--- src/rtl/sdram_mr_pkg.sv ---
// Package: shared field layout, state type and code checks for the
// mode register programming unit. Assumes the standard low-order field
// layout: burst length, then burst type, then CAS latency.
package sdram_mr_pkg;

    localparam int BL_LSB  = 0;
    localparam int BT_BIT  = 3;
    localparam int CL_LSB  = 4;
    localparam int FIELD_W = 7;

    typedef enum logic [1:0] {
        MS_IDLE = 2'd0,
        MS_WAIT = 2'd1,
        MS_CMD  = 2'd2,
        MS_GAP  = 2'd3
    } mr_state_t;

    // True for the CAS latency codes this unit supports.
    function automatic logic cas_supported(input logic [2:0] code);
        return (code == 3'b010) || (code == 3'b011);
    endfunction

    // True for the burst length codes this unit supports.
    function automatic logic blen_supported(input logic [2:0] code);
        return (code == 3'b000) || (code == 3'b001) || (code == 3'b010) ||
               (code == 3'b011) || (code == 3'b111);
    endfunction

endpackage

--- src/rtl/mr_cfg_check.sv ---
// mr_cfg_check: combinational check and packing of the requested settings.
// Assumes the inputs are stable in the cycle that carries the request.
module mr_cfg_check
    import sdram_mr_pkg::*;
(
    input  logic [2:0]         cas_code_i,
    input  logic               btype_i,
    input  logic [2:0]         blen_code_i,
    output logic               ok_o,
    output logic [FIELD_W-1:0] field_o
);

    // Accept only supported codes and pack them into register layout.
    always_comb begin
        ok_o    = cas_supported(cas_code_i) && blen_supported(blen_code_i);
        field_o = '0;
        field_o[BL_LSB +: 3] = blen_code_i;
        field_o[BT_BIT]      = btype_i;
        field_o[CL_LSB +: 3] = cas_code_i;
    end

endmodule

--- src/rtl/mr_seq_fsm.sv ---
// mr_seq_fsm: sequences one programming pass: hold the settings, wait for
// all banks idle, issue one command cycle, spend one completion cycle,
// then pulse done. Assumes req/pwrup are single-cycle pulses.
module mr_seq_fsm
    import sdram_mr_pkg::*;
(
    input  logic               clk,
    input  logic               rst_n,
    input  logic               start_i,
    input  logic               cfg_ok_i,
    input  logic [FIELD_W-1:0] cfg_field_i,
    input  logic               banks_idle_i,
    output logic               mrs_o,
    output logic [FIELD_W-1:0] field_o,
    output logic               accept_o,
    output logic               finish_o,
    output logic               busy_o,
    output logic               done_o,
    output logic               err_o
);

    mr_state_t          state_q;
    mr_state_t          state_d;
    logic [FIELD_W-1:0] field_q;
    logic               mrs_q;
    logic               done_q;
    logic               err_q;

    // Decode accept and finish conditions for the other blocks.
    always_comb begin
        accept_o = (state_q == MS_IDLE) && start_i && cfg_ok_i;
        finish_o = (state_q == MS_GAP);
    end

    // Next-state logic for one programming pass.
    always_comb begin
        state_d = state_q;
        unique case (state_q)
            MS_IDLE: if (accept_o)     state_d = MS_WAIT;
            MS_WAIT: if (banks_idle_i) state_d = MS_CMD;
            MS_CMD:                    state_d = MS_GAP;
            MS_GAP:                    state_d = MS_IDLE;
            default:                   state_d = MS_IDLE;
        endcase
    end

    // State, held settings and registered pulses.
    always_ff @(posedge clk) begin
        if (!rst_n) begin
            state_q <= MS_IDLE;
            field_q <= '0;
            mrs_q   <= 1'b0;
            done_q  <= 1'b0;
            err_q   <= 1'b0;
        end else begin
            state_q <= state_d;
            if (accept_o) field_q <= cfg_field_i;
            mrs_q   <= (state_q == MS_WAIT) && banks_idle_i;
            done_q  <= finish_o;
            err_q   <= (state_q == MS_IDLE) && start_i && !cfg_ok_i;
        end
    end

    assign mrs_o   = mrs_q;
    assign field_o = field_q;
    assign busy_o  = (state_q != MS_IDLE);
    assign done_o  = done_q;
    assign err_o   = err_q;

endmodule

--- src/rtl/mr_shadow.sv ---
// mr_shadow: keeps a copy of the last programmed settings and the valid
// flag. Assumes finish and power-up accept never coincide.
module mr_shadow
    import sdram_mr_pkg::*;
(
    input  logic               clk,
    input  logic               rst_n,
    input  logic               finish_i,
    input  logic               pwr_clear_i,
    input  logic [FIELD_W-1:0] field_i,
    output logic               valid_o,
    output logic [2:0]         cas_o,
    output logic               btype_o,
    output logic [2:0]         blen_o
);

    logic [FIELD_W-1:0] shadow_q;
    logic               valid_q;

    // Latch settings on completion; power-up trigger drops validity.
    always_ff @(posedge clk) begin
        if (!rst_n) begin
            shadow_q <= '0;
            valid_q  <= 1'b0;
        end else begin
            if (finish_i) begin
                shadow_q <= field_i;
                valid_q  <= 1'b1;
            end else if (pwr_clear_i) begin
                valid_q  <= 1'b0;
            end
        end
    end

    assign valid_o = valid_q;
    assign cas_o   = shadow_q[CL_LSB +: 3];
    assign btype_o = shadow_q[BT_BIT];
    assign blen_o  = shadow_q[BL_LSB +: 3];

endmodule

--- src/rtl/sdram_mode_prog.sv ---
// sdram_mode_prog: top of the mode register programming unit. Drives the
// command pins and address bus, reports status, and exposes the latched
// settings. Assumes a bank tracker supplies banks_idle_i in this domain.
module sdram_mode_prog
    import sdram_mr_pkg::*;
#(
    parameter int ADDR_W = 12
) (
    input  logic              clk,
    input  logic              rst_n,
    input  logic              req_i,
    input  logic              pwrup_i,
    input  logic [2:0]        cas_code_i,
    input  logic              btype_i,
    input  logic [2:0]        blen_code_i,
    input  logic              banks_idle_i,
    output logic              ras_n_o,
    output logic              cas_n_o,
    output logic              we_n_o,
    output logic [ADDR_W-1:0] addr_o,
    output logic              busy_o,
    output logic              done_o,
    output logic              err_o,
    output logic              valid_o,
    output logic [2:0]        cur_cas_o,
    output logic              cur_btype_o,
    output logic [2:0]        cur_blen_o
);

    localparam int PAD_W = ADDR_W - FIELD_W;

    logic               cfg_ok;
    logic [FIELD_W-1:0] cfg_field;
    logic [FIELD_W-1:0] held_field;
    logic               mrs;
    logic               accept;
    logic               finish;

    mr_cfg_check u_check (
        .cas_code_i  (cas_code_i),
        .btype_i     (btype_i),
        .blen_code_i (blen_code_i),
        .ok_o        (cfg_ok),
        .field_o     (cfg_field)
    );

    mr_seq_fsm u_fsm (
        .clk          (clk),
        .rst_n        (rst_n),
        .start_i      (req_i | pwrup_i),
        .cfg_ok_i     (cfg_ok),
        .cfg_field_i  (cfg_field),
        .banks_idle_i (banks_idle_i),
        .mrs_o        (mrs),
        .field_o      (held_field),
        .accept_o     (accept),
        .finish_o     (finish),
        .busy_o       (busy_o),
        .done_o       (done_o),
        .err_o        (err_o)
    );

    mr_shadow u_shadow (
        .clk         (clk),
        .rst_n       (rst_n),
        .finish_i    (finish),
        .pwr_clear_i (accept & pwrup_i),
        .field_i     (held_field),
        .valid_o     (valid_o),
        .cas_o       (cur_cas_o),
        .btype_o     (cur_btype_o),
        .blen_o      (cur_blen_o)
    );

    // Drive the command pins: all strobes low only in the command cycle.
    always_comb begin
        ras_n_o = ~mrs;
        cas_n_o = ~mrs;
        we_n_o  = ~mrs;
        addr_o  = mrs ? {{PAD_W{1'b0}}, held_field} : '0;
    end

endmodule

--- config.mk ---
export PLATFORM = sky130hd
export DESIGN_NAME = sdram_mode_prog
export DESIGN_NICKNAME = d
export VERILOG_FILES = /design/src/rtl/sdram_mr_pkg.sv /design/src/rtl/mr_cfg_check.sv /design/src/rtl/mr_seq_fsm.sv /design/src/rtl/mr_shadow.sv /design/src/rtl/sdram_mode_prog.sv
export SDC_FILE = /design/constraint.sdc
export NUM_CORES = 1
export LEC_CHECK = 0
export ABC_AREA = 0
export BUFFER_PORTS_ARGS = -buffer_cell sky130_fd_sc_hd__buf_2
export CORE_ASPECT_RATIO = 1.2
export CORE_MARGIN = 3
export CORE_UTILIZATION = 40
export CTS_CLUSTER_SIZE = 16
export DETAILED_ROUTE_END_ITERATION = 16
export PLACE_DENSITY = 0.68
export SLEW_MARGIN = 15
export SYNTH_ARGS = -nofsm -noshare
export SYNTH_HDL_FRONTEND = slang
export SYNTH_HIERARCHICAL = 1
export SYNTH_SLANG_ARGS = --single-unit
--- constraint.sdc ---
create_clock -name clk -period 1.6 [get_ports clk]
set_clock_uncertainty 0.2 [all_clocks]
set_input_delay 0 -clock clk [delete_from_list [all_inputs] [get_ports clk]]
set_output_delay 0 -clock clk [all_outputs]
set_load 0.005 [all_outputs]
==> results.json, run 1 <==
{
  "startpoint_type": "register",
  "cts_buffers": 3,
  "r2r_end": "u_fsm/state_q[0]",
  "yosys.area_share.adder_pct": 6.143,
  "clk_path_buf_depth": 2,
  "setup_viol": 0,
  "core-area_sq_um": 2354,
  "routed_wirelength_mm": 1.803,
  "viasPerCell": 4.314,
  "async_flop_share_pct": 0,
  "hold_path_end": "u_fsm/err_o",
  "synth-xor-area-share_pct": 0,
  "final_max_slew_viol_count": 0,
  "synth_mux_area_share_pct": 15.72,
  "worstHoldPathType": "input pin to register",
  "drt_drc_violations_left": 0,
  "critical_path.max_stage_delay_ps": 370,
  "place_area_sq_um": 1126,
  "grt_pass1_vias": 676,
  "synth_top_family_by_area": "simple AND/OR/NAND/NOR gates",
  "yosysWarnings": 6,
  "grt_pass1_wl_mm": 2.877,
  "rows": 19,
  "power.leakage_nw": 0.6373,
  "period_minus_slack_ps": 1515,
  "fin_crit_sh_pct": 94.70,
  "hold_violations": 0,
  "syn_to_final_growth_pct": 27.89,
  "end_kind": "register",
  "ys_ff_latch": 20,
  "dpl.hpwl_mm": 1.293,
  "grt_start_max_net_pins": 23,
  "crit_chain": "inv_1 -> ha_1 -> buf_4 -> a21oi_2 -> mux2i_1",
  "critPathRequiredTime_ps": 1610,
  "dieHeight_um": 61.28,
  "hp-start": "cas_code_i[2]",
  "ioPinCount": 38,
  "status": "finished clean",
  "yosysUniqueCellTypes": 20,
  "irDropWorstVdd_mv": 0.6694,
  "stdcell_area_sq_um": 1303,
  "cts.clk_slew.worst_paths_ps": 110,
  "cpMaxStageDelayCell": "dfxtp_2",
  "reg2reg_slack_ps": 80,
  "io_buffers": 32,
  "synth_area_sq_um": 1018,
  "initial_core_util_pct": 43.27,
  "holdPathStages": 4,
  "antenna_cells": 0,
  "cts.sink_count": 20,
  "antenna_found_initial": 0,
  "wl_per_cell_um": 10.48,
  "synth_simple_gate_area_share_pct": 21.74,
  "dr.pass1.iters": 2,
  "syn_inst": 102,
  "grt_usage_pct": 12.10,
  "synth_area_leaders": "dfxtp_1 39%, mux2i_1 16%, buf_4 10%, nor2b_1 9.8%, ha_1 6.1%",
  "drive_above_1_share_pct": 32.62,
  "maxCapViolCount": 0,
  "worstPathArrival_ps": 1530,
  "finalNetCount": 159,
  "tritoncts": "done",
  "r2r-start": "u_fsm/state_q[0]",
  "drtAntennaViolNets": 0,
  "synth.most_common_cell": "dfxtp_1",
  "synth.largest_area_cell": "dfxtp_1",
  "holdWs_ps": 14.45,
  "drt_iter0_drc": 7,
  "dieArea_sq_um": 3190,
  "avgSynthCellArea_sq_um": 9.985,
  "path_class": "register to register",
  "die-width_um": 52.07,
  "h-tree-depth": 1,
  "synth_edf_count": 0,
  "root_buffer": "clkbuf_4",
  "final_util_pct": 55.34,
  "r2r_cells": 5,
  "synthTopCellsByCount": "20 x dfxtp_1, 16 x mux2i_1, 16 x nor2b_1",
  "ys_seq_area_share_pct": 39.31,
  "synth-main-ff-cell": "dfxtp_1",
  "yosys.area.top_type_share_pct": 39.31,
  "power-per-cell-area_nw_per_um2": 899.0,
  "max_freq_mhz": 660.0,
  "rsz0062_at_grt": "no",
  "place_congestion": 0.7646,
  "fin_tns_setup_ps": 0,
  "clk_latency_ps": 290,
  "dr_total_vias": 742,
  "synth-compound-area-share_pct": 2.948,
  "critPathMaxFanout": 4,
  "gr-total-overflow": 0
}
==> worst max-delay path, delay by kind of cell, from the launching register on <==
kind,cells,cell delay [ps]
fa+ha+maj,1,240
flops,1,370
buf+inv,2,240
mux,1,220
compound gates,1,170
==> placed cells by master (no fill, tap or decap), drive strengths merged <==
master       netlist  final
mux2i             16     16
o21a               1      1
clkbuf             0      4
inv                5      5
dfxtp             20     20
o21ai              1      1
and4b              1      1
conb               1      5
a21oi              2      2
nand2              5      5
buf               16     36
and3               1      1
and2               9      9
or2                1      1
ha                 5      5
nand3              1      1
nand2b             1      1
nor2b             16     16
dlygate4sd3        0     11
==> per-stage QoR <==
stage,setup WS (ps),cells,power [W]
after floorplan,119.4,106,0.0007876
after global placement,125.7,155,0.0008518
after detailed placement,76.63,155,0.0008625
after CTS,47.54,170,0.001167
after global routing,16.26,172,0.001249
final,84.87,172,0.001171
==> state kept, by name, indices dropped and copies added (netlist names) <==
signal	cells
u_fsm/err_o	1
u_shadow/valid_o	1
u_fsm/mrs_o	1
u_fsm/state_q	2
u_shadow/shadow_q	7
u_fsm/done_o	1
u_fsm/field_o	7
==> how the worst max path moves through the flow <==
stage	end	startpoint	depth (start not counted)	slack, ps
floorplan	u_shadow/valid_o	u_fsm/state_q[0]	7	120
global placement	u_shadow/valid_o	u_fsm/state_q[0]	7	130
detailed placement	u_fsm/state_q[0]	u_fsm/state_q[0]	5	80
CTS	u_fsm/state_q[0]	u_fsm/state_q[0]	5	50
global route	u_fsm/state_q[1]	u_fsm/state_q[0]	5	20
finish	u_fsm/state_q[0]	u_fsm/state_q[0]	5	80
==> per-layer routing <==
metal  up-vias  track usage, %  routed length [um]
li1        386               -                   -
met1       328           15.22                 844
met2        26           20.11                 816
met5         -               0                   0
met4         0           5.618                   9
met3         2           2.179                 132
==> cells by family after synthesis <==
kind of cell / count (synthesis)
compound gates: 4
mux: 16
flops: 20
simple gates: 35
fa+ha+maj: 5
buf+inv: 21
other cells: 1
==> power breakdown <==
part / leakage, nW / switching [W] / total, W / internal, W
clock network: 0.0210 / 0.000142 / 0.000280 / 0.000139
logic: 0.453 / 0.000148 / 0.000317 / 0.000169
registers: 0.163 / 0.0000323 / 0.000574 / 0.000541
==> timing repair <==
action,CTS,global route
buffers inserted,0,2
hold buffers,11,0
resized for setup,0,2
hold endpoints to repair,20,0
setup endpoints to repair,0,4
==> final cells by class <==
class                      count  area, sq um
inverter                       5        18.77
clock buffer                   4        36.28
tap                           31        38.79
fill                         218         1051
timing repair buffer          47        312.8
sequential                    20        402.9
multi-input combinational     65        493.0
No activity file was read; power rests on OpenSTA's default activity.
==> run 2, diff against run 1 <==
- CORE_ASPECT_RATIO: 1.2 -> default
- RECOVER_POWER: default -> 50
==> run 2 against run 1 <==
Count of clock-buffer cells in the layout decreased by 1. Combinational power up 2%. Sequential cell count is the same. Global-route usage up 0.90 points. Critical path depth rose by 4. Clock power is 48% higher. Register-to-register slack better by 20 ps. Hold slack improved by 270 ps. Largest cell class unchanged.
==> results.json, run 2 (synthesis gave the netlist of run 1 again) <==
{
  "fin_crit_sh_pct": 95.66,
  "critical_path.max_stage_delay_ps": 530,
  "dieArea_sq_um": 3188,
  "rows": 17,
  "r2r-start": "u_fsm/state_q[0]",
  "dr_total_vias": 759,
  "r2r_end": "u_fsm/state_q[0]",
  "multi_input_area_sq_um": 508.0,
  "initial_core_util_pct": 43.93,
  "core-area_sq_um": 2318,
  "max_freq_mhz": 653.4,
  "place_area_sq_um": 1130,
  "path_class": "input pin to register",
  "clk_latency_ps": 300,
  "cpMaxStageDelayCell": "dlygate4sd3_1",
  "dr.pass1.iters": 2,
  "viasPerCell": 4.439,
  "switching_share_pct": 26.36,
  "comb_power_share_pct": 24.7,
  "clk_path_buf_depth": 2,
  "hp-start": "banks_idle_i",
  "fin_cells": 171,
  "startpoint_type": "input pin",
  "rsz0062_at_grt": "no",
  "dpl.hpwl_mm": 1.399,
  "holdPathStages": 3,
  "holdWs_ps": 285.0,
  "intPower_w": 0.0009663,
  "final_max_slew_viol_count": 0,
  "grt_pass1_wl_mm": 3.180,
  "hold_path_end": "u_fsm/mrs_o",
  "routed_wirelength_mm": 2.007,
  "ioPinCount": 38,
  "power.leakage_nw": 0.6350,
  "critPathRequiredTime_ps": 1620,
  "die-width_um": 56.46,
  "place_congestion": 0.7185,
  "seq_area_sq_um": 402.9,
  "h-tree-depth": 1,
  "drtAntennaViolNets": 0,
  "layout_setup_ws_ps": 69.45,
  "critPathMaxFanout": 8,
  "end_kind": "register",
  "io_buffers": 32,
  "placed_cells_incl_taps": 153,
  "pwr-share-seq_pct": 43.8,
  "pre_cts_slack_ps": 44.36,
  "reg2reg_slack_ps": 100,
  "irDropWorstVdd_mv": 0.8295,
  "cts.clk_slew.worst_paths_ps": 120,
  "stdcell_area_sq_um": 1323,
  "final_common_cell": "buf_2",
  "grt_usage_pct": 13.00,
  "fin_tns_setup_ps": 0,
  "antenna_found_initial": 0,
  "finalNetCount": 161,
  "drive_above_1_share_pct": 30.77,
  "final_cell_mix": "29 x buf_2, 18 x dfxtp_1, 16 x mux2i_1, 16 x nor2b_1, 11 x dlygate4sd3_1",
  "tritoncts": "done",
  "syn_to_final_growth_pct": 29.85,
  "cts.sink_count": 20,
  "drt_drc_violations_left": 0,
  "root_buffer": "clkbuf_4",
  "power-per-cell-area_nw_per_um2": 992.2,
  "cts_buffers": 3,
  "worstHoldPathType": "input pin to register",
  "worstPathArrival_ps": 1550,
  "wl_per_cell_um": 11.74,
  "antenna_cells": 0,
  "maxCapViolCount": 0,
  "gr-total-overflow": 0,
  "num-fill-cells": 208,
  "period_minus_slack_ps": 1531,
  "hold_violations": 0,
  "status": "finished clean",
  "power_switching_w": 0.0003459,
  "drt_iter0_drc": 11,
  "grt_start_max_net_pins": 23,
  "setup_viol": 0,
  "dieHeight_um": 56.46,
  "crit_chain": "dlygate4sd3_1 -> buf_2 -> nand2b_1 -> a21oi_4 -> nand3_4 -> inv_2 -> and2_1 -> nor2b_1 -> o21a_1",
  "grt_pass1_vias": 686,
  "pwr-share-clk_pct": 31.5,
  "r2r_cells": 5
}
-- run 2: cell types whose count changed in the layout (fill, tap and decap cells not counted) --
cell / change
bufinv_16: +1
a21oi_2: -2
a21oi_4: +2
buf_12: -1
buf_2: -3
clkbuf_8: -1
clkbuf_2: +1
buf_4: +1
clkbuf_1: +4
-- run 2: what timing repair did --
item	in CTS	in global routing
resized for setup	0	4
hold endpoints to repair	20	0
endpoints found under the setup margin	0	4
buffers inserted	0	3
hold buffers	11	0
-- run 2: worst max path at each step --
stage / from / endpoint / slack, ps / cells past startpoint
6_report: cas_code_i[2] / u_shadow/valid_o / 70 / 9
5_1_grt: u_fsm/state_q[1] / u_shadow/valid_o / 10 / 7
4_1_cts: u_fsm/state_q[0] / u_fsm/state_q[0] / 10 / 5
3_5_place_dp: u_fsm/state_q[0] / u_fsm/state_q[0] / 40 / 5
3_3_place_gp: u_fsm/state_q[0] / u_shadow/valid_o / 120 / 7
2_1_floorplan: u_fsm/state_q[0] / u_shadow/valid_o / 120 / 7
-- run 2: stage by stage --
stage          util (%)  total power, W
2_1_floorplan         -       0.0007876
3_3_place_gp      48.73       0.0008533
3_5_place_dp      48.73       0.0008666
4_1_cts           55.75        0.001299
5_1_grt           57.04        0.001386
6_report          57.04        0.001312
-- run 2: metal layers --
| layer | track usage, % | vias to the layer above | part of all wire [%] |
|---|---|---|---|
| met4 | 4.068 | 0 | 0.90 |
| li1 | - | 390 | - |
| met2 | 22.11 | 24 | 49 |
| met1 | 14.97 | 343 | 43 |
| met3 | 4.828 | 2 | 7.4 |
| met5 | 0 | - | 0 |
-- run 2: cell type report --
cell class | count | area share (%)
repair buffers | 49 | 23.08
clock inverters | 1 | 2.271
well taps | 28 | 2.649
inverters | 5 | 1.419
multi-input cells | 65 | 38.41
clock buffers | 3 | 1.703
flip-flops and latches | 20 | 30.46
-- run 2: power by group through the flow --
stage	registers, W	clock network [W]	logic, W
floorplan	0.000575	0	0.000213
global placement	0.000579	0	0.000274
detailed placement	0.000583	0	0.000283
CTS	0.000572	0.000424	0.000304
global route	0.000584	0.000444	0.000358
finish	0.000575	0.000413	0.000324
-- run 2: critical path, delay by kind of cell --
| family | cells | cell delay, ps |
|---|---|---|
| buffers and inverters | 3 | 730 |
| AND/OR/NAND/NOR | 4 | 480 |
| AO/OA/AOI/OAI | 2 | 340 |
